**src/rtl/updn_timer_pkg.sv**
```systemverilog
package updn_timer_pkg;

  typedef enum logic [1:0] {
    SEL_LOAD  = 2'd0,
    SEL_VALUE = 2'd1,
    SEL_CTRL  = 2'd2,
    SEL_ACK   = 2'd3
  } reg_sel_e;

  localparam int unsigned BIT_RUN      = 7;
  localparam int unsigned BIT_PERIODIC = 6;
  localparam int unsigned BIT_UP       = 5;
  localparam int unsigned BIT_PSEL_LO  = 2;

  // prescaler: log2 of the divide for settings 01 and 10; 11 uses the full width
  localparam int unsigned PRE_W     = 15;
  localparam int unsigned PSEL1_LOG = 4;
  localparam int unsigned PSEL2_LOG = 8;

  typedef struct packed {
    logic       run;
    logic       periodic;
    logic       count_up;
    logic [1:0] psel;
  } ctrl_t;

  function automatic ctrl_t unpack_ctrl(input logic [31:0] d);
    ctrl_t c;
    c.run      = d[BIT_RUN];
    c.periodic = d[BIT_PERIODIC];
    c.count_up = d[BIT_UP];
    c.psel     = d[BIT_PSEL_LO +: 2];
    return c;
  endfunction

  function automatic logic [31:0] pack_ctrl(input ctrl_t c);
    logic [31:0] d;
    d                   = '0;
    d[BIT_RUN]          = c.run;
    d[BIT_PERIODIC]     = c.periodic;
    d[BIT_UP]           = c.count_up;
    d[BIT_PSEL_LO +: 2] = c.psel;
    return d;
  endfunction

endpackage

```
**src/rtl/updn_timer_prescale.sv**
```systemverilog
module updn_timer_prescale
  import updn_timer_pkg::*;
#(
  parameter int unsigned PW = PRE_W
) (
  input  logic       clk,
  input  logic       rst_n,
  input  logic       run,
  input  logic       restart,
  input  logic       src_tick,
  input  logic [1:0] psel,
  output logic       step
);

  logic [PW-1:0] pcnt_q;
  logic [PW-1:0] pcnt_d;
  logic [PW-1:0] limit;

  // terminal prescaler count for each divide setting
  always_comb begin
    unique case (psel)
      2'd0:    limit = '0;
      2'd1:    limit = PW'((1 << PSEL1_LOG) - 1);
      2'd2:    limit = PW'((1 << PSEL2_LOG) - 1);
      default: limit = '1;
    endcase
  end

  assign step = run & ~restart & src_tick & (pcnt_q == limit);

  always_comb begin
    pcnt_d = pcnt_q;
    if (restart || !run) begin
      pcnt_d = '0;
    end else if (src_tick) begin
      pcnt_d = (pcnt_q == limit) ? '0 : pcnt_q + 1'b1;
    end
  end

  always_ff @(posedge clk or negedge rst_n) begin
    if (!rst_n) begin
      pcnt_q <= '0;
    end else begin
      pcnt_q <= pcnt_d;
    end
  end

endmodule

```
**src/rtl/updn_timer_counter.sv**
```systemverilog
module updn_timer_counter #(
  parameter int unsigned W = 16
) (
  input  logic         clk,
  input  logic         rst_n,
  input  logic         start,
  input  logic         step,
  input  logic         periodic,
  input  logic         count_up,
  input  logic [W-1:0] load_val,
  output logic [W-1:0] cnt,
  output logic         term_hit
);

  localparam logic [W-1:0] FULL = {W{1'b1}};
  localparam logic [W-1:0] ZERO = {W{1'b0}};

  logic [W-1:0] cnt_q;
  logic [W-1:0] cnt_d;
  logic [W-1:0] wrap_val;
  logic [W-1:0] stepped;
  logic [W-1:0] terminal;
  logic         at_end;

  always_comb begin
    terminal = count_up ? FULL : ZERO;
    wrap_val = periodic ? load_val : (count_up ? ZERO : FULL);
    at_end   = (cnt_q == terminal);
    if (at_end) begin
      stepped = wrap_val;
    end else if (count_up) begin
      stepped = cnt_q + 1'b1;
    end else begin
      stepped = cnt_q - 1'b1;
    end
  end

  always_comb begin
    cnt_d    = cnt_q;
    term_hit = 1'b0;
    if (start) begin
      cnt_d = wrap_val;
    end else if (step) begin
      cnt_d    = stepped;
      term_hit = (stepped == terminal);
    end
  end

  always_ff @(posedge clk or negedge rst_n) begin
    if (!rst_n) begin
      cnt_q <= '0;
    end else begin
      cnt_q <= cnt_d;
    end
  end

  assign cnt = cnt_q;

endmodule

```
**src/rtl/updn_timer.sv**
```systemverilog
module updn_timer
  import updn_timer_pkg::*;
#(
  parameter int unsigned CNT_W = 16
) (
  input  logic        clk,
  input  logic        rst_n,
  input  logic        src_tick,
  input  logic        wr_en,
  input  logic [1:0]  wr_addr,
  input  logic [31:0] wr_data,
  input  logic [1:0]  rd_addr,
  output logic [31:0] rd_data,
  output logic        irq
);

  ctrl_t              ctrl_q;
  ctrl_t              ctrl_d;
  ctrl_t              ctrl_eff;
  logic [CNT_W-1:0]   load_q;
  logic [CNT_W-1:0]   load_d;
  logic               irq_q;
  logic               irq_d;
  logic               ctrl_wr;
  logic               load_wr;
  logic               ack_wr;
  logic               start;
  logic               step;
  logic               term_hit;
  logic [CNT_W-1:0]   cnt_val;

  assign ctrl_wr = wr_en && (wr_addr == SEL_CTRL);
  assign load_wr = wr_en && (wr_addr == SEL_LOAD);
  assign ack_wr  = wr_en && (wr_addr == SEL_ACK);
  assign start   = ctrl_wr && wr_data[BIT_RUN];

  // on a control write the counter sees the new mode at once
  assign ctrl_eff = ctrl_wr ? unpack_ctrl(wr_data) : ctrl_q;

  always_comb begin
    ctrl_d = ctrl_wr ? unpack_ctrl(wr_data) : ctrl_q;
    load_d = load_wr ? wr_data[CNT_W-1:0] : load_q;
    irq_d  = term_hit | (irq_q & ~ack_wr);
  end

  always_ff @(posedge clk or negedge rst_n) begin
    if (!rst_n) begin
      ctrl_q <= '0;
      load_q <= '0;
      irq_q  <= 1'b0;
    end else begin
      ctrl_q <= ctrl_d;
      load_q <= load_d;
      irq_q  <= irq_d;
    end
  end

  updn_timer_prescale #(
    .PW(PRE_W)
  ) u_prescale (
    .clk      (clk),
    .rst_n    (rst_n),
    .run      (ctrl_q.run),
    .restart  (ctrl_wr),
    .src_tick (src_tick),
    .psel     (ctrl_q.psel),
    .step     (step)
  );

  updn_timer_counter #(
    .W(CNT_W)
  ) u_counter (
    .clk      (clk),
    .rst_n    (rst_n),
    .start    (start),
    .step     (step),
    .periodic (ctrl_eff.periodic),
    .count_up (ctrl_eff.count_up),
    .load_val (load_q),
    .cnt      (cnt_val),
    .term_hit (term_hit)
  );

  always_comb begin
    unique case (rd_addr)
      SEL_LOAD:  rd_data = 32'(load_q);
      SEL_VALUE: rd_data = 32'(cnt_val);
      SEL_CTRL:  rd_data = pack_ctrl(ctrl_q);
      default:   rd_data = '0;
    endcase
  end

  assign irq = irq_q;

endmodule

```
**config.mk**
```make
export PLATFORM = sky130hd
export DESIGN_NAME = updn_timer
export DESIGN_NICKNAME = d
export VERILOG_FILES = /design/src/rtl/updn_timer_pkg.sv /design/src/rtl/updn_timer_prescale.sv /design/src/rtl/updn_timer_counter.sv /design/src/rtl/updn_timer.sv
export SDC_FILE = /design/constraint.sdc
export NUM_CORES = 1
export LEC_CHECK = 0
export CAP_MARGIN = 10
export CELL_PAD_IN_SITES_DETAIL_PLACEMENT = 2
export CELL_PAD_IN_SITES_GLOBAL_PLACEMENT = 2
export CORE_MARGIN = 10
export CORE_UTILIZATION = 32
export DETAILED_ROUTE_END_ITERATION = 8
export PLACE_DENSITY_LB_ADDON = 0.3
export SETUP_SLACK_MARGIN = 0.15
export SLEW_MARGIN = 0
export SYNTH_ARGS = -nofsm -noshare
export SYNTH_HDL_FRONTEND = slang
export SYNTH_SLANG_ARGS = --single-unit
```
**constraint.sdc**
```tcl
create_clock -name clk -period 4.45 [get_ports clk]
set_clock_uncertainty 0.2 [all_clocks]
set_input_delay 0.89 -clock clk [delete_from_list [all_inputs] [get_ports clk]]
set_output_delay 0.89 -clock clk [all_outputs]
set_load 0.005 [all_outputs]
```
# Word level (Yosys, flattened, before mapping)

Cells that the tools add are included.

Eq/ne operators: 9
Bitwise operators: 7
Reductions and logical operators: 11
Add/sub/neg operators: 3
Multiplexer cells: 15

Operators with widths:

| operator                                           | count |
|---|---|
| two-way mux 16 bit                                 | 7 |
| case mux 16 bit (3 select lines)                   | 1 |
| two-way mux 15 bit                                 | 3 |
| case mux 15 bit (3 select lines)                   | 1 |
| == test 16 bit                                     | 2 |
| adder 16 x 1 -> 16 bit, second input constant      | 1 |
| subtractor 16 x 1 -> 16 bit, second input constant | 1 |
| adder 15 x 1 -> 15 bit, second input constant      | 1 |
| == test 15 bit                                     | 1 |
| == test 2 bit, second input constant               | 4 |
| logical NOT 2 bit                                  | 3 |
| bitwise AND 1 bit                                  | 4 |
| == test 2 x 1 -> 1 bit, second input constant      | 2 |
| logical AND 1 bit                                  | 4 |
| two-way mux 4 bit                                  | 1 |
| nonzero test 2 bit                                 | 2 |
| two-way mux 1 bit                                  | 2 |
| NOT 1 bit                                          | 2 |
| logical NOT 1 bit                                  | 1 |
| logical OR 1 bit                                   | 1 |
| OR 1 bit                                           | 1 |

Bits of input ports: 40
Logic and storage cells: 53
Register bits after elaboration: 53

# Depth between registers and ports, before layout

Depth after elaboration: 10
Depth in mapped cells: 15
Depth with buffers taken out: 13

# By module

A second synthesis with hierarchy kept.

Cells, all modules: 459
Area, all modules: 4140.2 sq um

By module, submodules not included:

| module              | area each (sq um) | instances | seq. area each (sq um) | cells each |
|---|---|---|---|---|
| updn_timer_counter  | 1920.6            | 1         | 400.4                  | 244 |
| updn_timer          | 1241.2            | 1         | 550.5                  | 105 |
| updn_timer_prescale | 978.4             | 1         | 375.4                  | 110 |

# Worst setup path after synthesis

Ideal clock, no wire load.

Path type: input to register
Start: input port wr_addr[0]
End: register irq_q (netlist: irq)
Cell stages on the path: 15
Arrival time: 3.885 ns
Path buffers: 2
Slack: 0.279 ns
Cell sequence: nand3b_2 a21oi_4 inv_2 buf_2 buf_2 xnor2_1 ha_1 or3_1 nor2_1 mux2i_1 xnor2_1 nor3_1 a31oi_1 or4_1 a32oi_1

Cells in the longest elaborated chain, start to end: 10
Elaborated cells between the ends (all ways): 22

Ends and longest elaborated chain:

| element                                                     | line                                               | text |
|---|---|---|
| from (decl)                                                 | updn_timer.sv:10                                   | `input logic [1:0] wr_addr,` |
| == test 2 bit (*)                                           | updn_timer.sv:32                                   | `assign ctrl_wr = wr_en && (wr_addr == SEL_CTRL);` |
| logical AND 1 bit (*)                                       | updn_timer.sv:32                                   |  |
| two-way mux 4 bit (*)                                       | --                                                 |  |
| via u_counter.count_up                                      | updn_timer_counter.sv:9                            | `input logic count_up,` |
| two-way mux 16 bit (on tied branches)                       | updn_timer_counter.sv:26, updn_timer_counter.sv:27 |  |
| == test 16 bit / two-way mux 16 bit (equally long branches) | updn_timer_counter.sv:28, updn_timer_counter.sv:27 |  |
| two-way mux 16 bit                                          | updn_timer_counter.sv:29                           | `if (at_end) begin` |
| == test 16 bit (*)                                          | updn_timer_counter.sv:45                           | `term_hit = (stepped == terminal);` |
| two-way mux 1 bit (*)                                       | updn_timer_counter.sv:43                           | `end else if (step) begin` |
| two-way mux 1 bit (*)                                       | updn_timer_counter.sv:41                           | `if (start) begin` |
| OR 1 bit (*)                                                | updn_timer.sv:43                                   | `irq_d = term_hit \| (irq_q & ~ack_wr);` |
| via irq_d                                                   | updn_timer.sv:23                                   | `logic irq_d;` |
| to (signal assigned)                                        | updn_timer.sv:54                                   | `irq_q <= irq_d;` |
| to (decl)                                                   | updn_timer.sv:22                                   | `logic irq_q;` |

The timed path passes the listed nets; every way through them passes the cells marked *.
A chain may end at the register's enable or synchronous reset.

# Worst setup path in the final report

Start: input port wr_addr[0]
End: register irq_q (netlist: irq)

Cells in the longest elaborated chain, start to end: 10
Elaborated cells between the ends (all ways): 22

Ends and longest elaborated chain:

| element                                                     | line |
|---|---|
| == test 2 bit                                               | updn_timer.sv:32 |
| logical AND 1 bit                                           | updn_timer.sv:32 |
| two-way mux 4 bit                                           | -- |
| two-way mux 16 bit (on tied branches)                       | updn_timer_counter.sv:26, updn_timer_counter.sv:27 |
| == test 16 bit / two-way mux 16 bit (equally long branches) | updn_timer_counter.sv:28, updn_timer_counter.sv:27 |
| two-way mux 16 bit                                          | updn_timer_counter.sv:29 |
| == test 16 bit                                              | updn_timer_counter.sv:45 |
| two-way mux 1 bit                                           | updn_timer_counter.sv:43 |
| two-way mux 1 bit                                           | updn_timer_counter.sv:41 |
| OR 1 bit (*)                                                | updn_timer.sv:43 |
| via irq_d                                                   | updn_timer.sv:23 |

Marks and branches as above.

==> results.py <==
metrics = {
    "synthesis": {
        "ys_seq_area_share_pct": 32.73,
        "yosysMostFrequentCell": "dfrtp_1",
        "synth_top_area_share_pct": 32.73,
        "synth_top_family_by_area": "simple AND/OR/NAND/NOR gates",
        "synth-xor-area-share_pct": 3.242,
        "synthSimpleGateAreaFrac_pct": 25.53,
        "ys_seq_elements": 53,
        "yosys-top-cells-count": "53 x dfrtp_1, 48 x nor2_1, 42 x o21ai_0",
        "synthCells": 477,
        "synth_area_leaders": "dfrtp_1 33%, mux2i_1 8.2%, o21ai_0 5.2%",
        "synth_edf_count": 0,
        "synth_compound_area_share_pct": 17.32,
        "synthMuxAreaShare_pct": 13.71,
        "yosysTopAreaCell": "dfrtp_1",
        "async_reset_ff_share_pct": 100.0,
        "synth_fa_ha_area_share_pct": 0.6175,
        "yosysUniqueCellTypes": 60,
        "syn-cell-area_mm2": 0.004053,
        "yosys_warnings": 0,
        "synth_ff_type": "dfrtp_1",
        "avgSynthCellArea_um2": 8.496,
    },
    "setup_path": {
        "crit_slowest_cell": "clkdlybuf4s50_1",
        "reg2regPathDepth": 7,
        "regToRegStartpoint": "u_counter.cnt[9]",
        "cp-end-kind": "flip-flop",
        "path_max_fanout": 5,
        "required_ns": 4.47,
        "worstPathCellList": "clkdlybuf4s50_1 -> and4b_1 -> a21oi_4 -> inv_2 -> xnor2_1 -> ha_2 -> or3_1 -> nor2_2 -> mux2i_1 -> xnor2_1 -> nor3_1 -> a31oi_1 -> or4_1 -> a32oi_1",
        "critPathArrivalTime_ns": 4.11,
        "critical-path-max-stage-delay_ns": 0.55,
        "r2r-end": "irq",
        "cpMostUsedCell": "xnor2_1",
        "path_class": "in -> reg",
        "cp-start-kind": "input pin",
        "rrSetupSlack_ns": 0.94,
        "startpoint": "wr_addr[0]",
    },
    "cts": {
        "clock_sinks": 53,
        "path_clk_slew_ns": 0.07,
        "root_buffer": "clkbuf_16",
        "cts.path.max_buffers": 2,
        "ctsHtreeMaxLevel": 2,
        "cts_made_buffers": 5,
        "clk_latency_ns": 0.30,
        "cts_tree": "built",
        "postCtsSetupBuffers": 0,
    },
    "final_layout": {
        "num-nets-final": 554,
        "area_delta_synth_final_pct": 18.00,
        "drive_gt1_share_pct": 11.89,
        "regArea_mm2": 0.001326,
        "multiInputGateArea_mm2": 0.002519,
        "fillCellCount": 1456,
        "insertedDiodeCount": 0,
        "instances_no_fill": 685,
    },
    "sta": {
        "fin_crit_ns": 4.091,
        "setup-tns-final_ns": 0,
        "max_freq_mhz": 244.4,
        "fin_ws_ns": 0.3587,
        "rsz0062_at_grt": "false",
        "setup_viol_count_final": 0,
        "whs_ns": 0.3240,
        "relSlewSlack_pct": 36.25,
        "hold_viol": 0,
        "fin_crit_sh_pct": 91.94,
        "slew_violations": 0,
        "worst-slew-pin-transition_ns": 0.9563,
    },
    "worst_hold_path": {
        "hold_path_startpoint": "u_prescale.pcnt_q[6]",
        "worstHoldEndpoint": "u_prescale.pcnt_q[6]",
        "min_path_cells": 1,
        "hold_path_class": "reg -> reg",
    },
    "grt": {
        "grt_pass1_wl_um": 23890,
        "grt_max_degree": 32,
        "grt_usage_pct": 16.55,
        "grt_pass1_vias": 4226,
        "grt_overflow": 0,
        "grt_antenna_before_repair": 0,
    },
    "route": {
        "drc": 0,
        "vias": 3881,
        "drt-met1-wl_um": 6990,
        "avgViaCountPerCell": 5.666,
        "routedWlPerCell_um": 21.57,
        "drtIter0Drc": 265,
        "routed-wl-met2_um": 7024,
        "highest_layer": "met4",
        "first_pass_iters": 4,
        "route.met3.wl_um": 600,
        "ant_nets": 0,
        "finalWirelength_um": 14770,
    },
    "flow_run": {
        "drv_cap": 0,
    },
    "die": {
        "dieWidth_um": 132.5,
        "row_count": 41,
        "io_pins": 73,
        "core_mm2": 0.01252,
        "dieArea_mm2": 0.01757,
        "initial_core_util_pct": 32.38,
        "die_h_um": 132.5,
    },
    "place": {
        "dp_hpwl_um": 11270,
        "place_congestion": 0.8825,
        "pre_cts_ws_ns": 0.003964,
        "dp_cells": 676,
        "io_buffer_count": 40,
    },
    "power": {
        "powerDensity_mw_per_mm2": 488.6,
        "leakagePower_uw": 0.001930,
        "peakVddDrop_v": 0.0001779,
        "total_power_uw": 2337,
    },
    "run_status": {
        "status": "completed",
    },
}
-- per-layer routing --
layer  vias up  track usage (%)
met4         0            3.729
met1      1990            22.41
met3         9            2.498
met2        72            27.06
met5         -                0
li1       1810                -
-- sequential cells by signal, summed over array words and instances, names as in the netlist --
name	count
ctrl_q	5
irq	1
load_q	16
u_counter.cnt	16
u_prescale.pcnt_q	15
-- cells in the final DEF, fill, tap and decap left out, types with 3 or more instances in the layout --
| master | instances |
|---|---|
| mux2_2 | 18 |
| mux2i_1 | 33 |
| nand4_1 | 14 |
| clkbuf_16 | 5 |
| xor2_1 | 3 |
| o221ai_1 | 4 |
| nand2_1 | 39 |
| dfrtp_1 | 53 |
| and3_1 | 9 |
| a21oi_1 | 17 |
| buf_4 | 17 |
| xnor2_1 | 12 |
| nor3_1 | 14 |
| and4_1 | 5 |
| inv_1 | 5 |
| nor4_1 | 5 |
| o21ai_0 | 42 |
| clkdlybuf4s50_1 | 39 |
| o31ai_1 | 5 |
| a22oi_1 | 5 |
| conb_1 | 16 |
| nand3_1 | 17 |
| o211ai_1 | 8 |
| a211oi_1 | 4 |
| a31oi_1 | 5 |
| or4_1 | 11 |
| nand2b_1 | 7 |
| nor2_1 | 47 |
| nor3b_2 | 3 |
| or3_1 | 7 |
| a221o_1 | 3 |
-- through the flow --
| step | util, % | area, um^2 |
|---|---|---|
| detailed placement | 36.79 | 4604 |
| floorplan | - | 4109 |
| finish | 38.20 | 4782 |
| CTS | 38.07 | 4766 |
| global placement | 36.79 | 4604 |
| global route | 38.20 | 4782 |
-- worst max-delay path, delay by kind of cell --
family | cells | cell delay (ns)
multiplexers | 1 | 0.10
AND/OR/NAND/NOR | 5 | 1.52
adder cells (fa/ha/maj) | 1 | 0.23
AO/OA/AOI/OAI | 3 | 0.43
XOR/XNOR | 2 | 0.30
buffers and inverters | 2 | 0.62
-- power by group --
group | switching (uW) | internal [uW] | total [uW]
logic | 559 | 461 | 1020
registers | 297 | 583 | 880
clock network | 195 | 242 | 438
total | 1050 | 1290 | 2340
-- cell type report --
| class | instances | share of cell area (%) |
|---|---|---|
| Tap cell | 172 | 4.500 |
| Clock inverter | 1 | 0.1832 |
| Sequential cell | 53 | 27.73 |
| Timing Repair Buffer | 58 | 11.17 |
| Inverter | 7 | 0.5495 |
| Clock buffer | 7 | 3.192 |
| Multi-Input combinational cell | 387 | 52.67 |
-- cells by family (layout without fill, tap and decap cells) --
group	Yosys count	count (layout)
flip-flops	53	53
multiplexers	52	52
adder cells (fa/ha/maj)	2	2
AND/OR/NAND/NOR	193	193
XOR/XNOR	15	15
other	1	16
buffers and inverters	52	73
AO/OA/AOI/OAI	109	109
-- worst max path at each step --
| stage | end | slack, ns | depth (start not counted) |
|---|---|---|---|
| global placement | irq | 0.08 | 14 |
| detailed placement | irq | 0.004 | 14 |
| floorplan | irq | 0.28 | 15 |
| global route | irq | 0.22 | 14 |
| finish | irq | 0.36 | 14 |
| CTS | irq | 0.28 | 14 |
-- repair_timing --
item / in CTS / in global routing
resized for setup: 0 / 2
hold buffers: 0 / 0
setup endpoints to repair: 0 / 1
(Power assumes the default switching activity.)
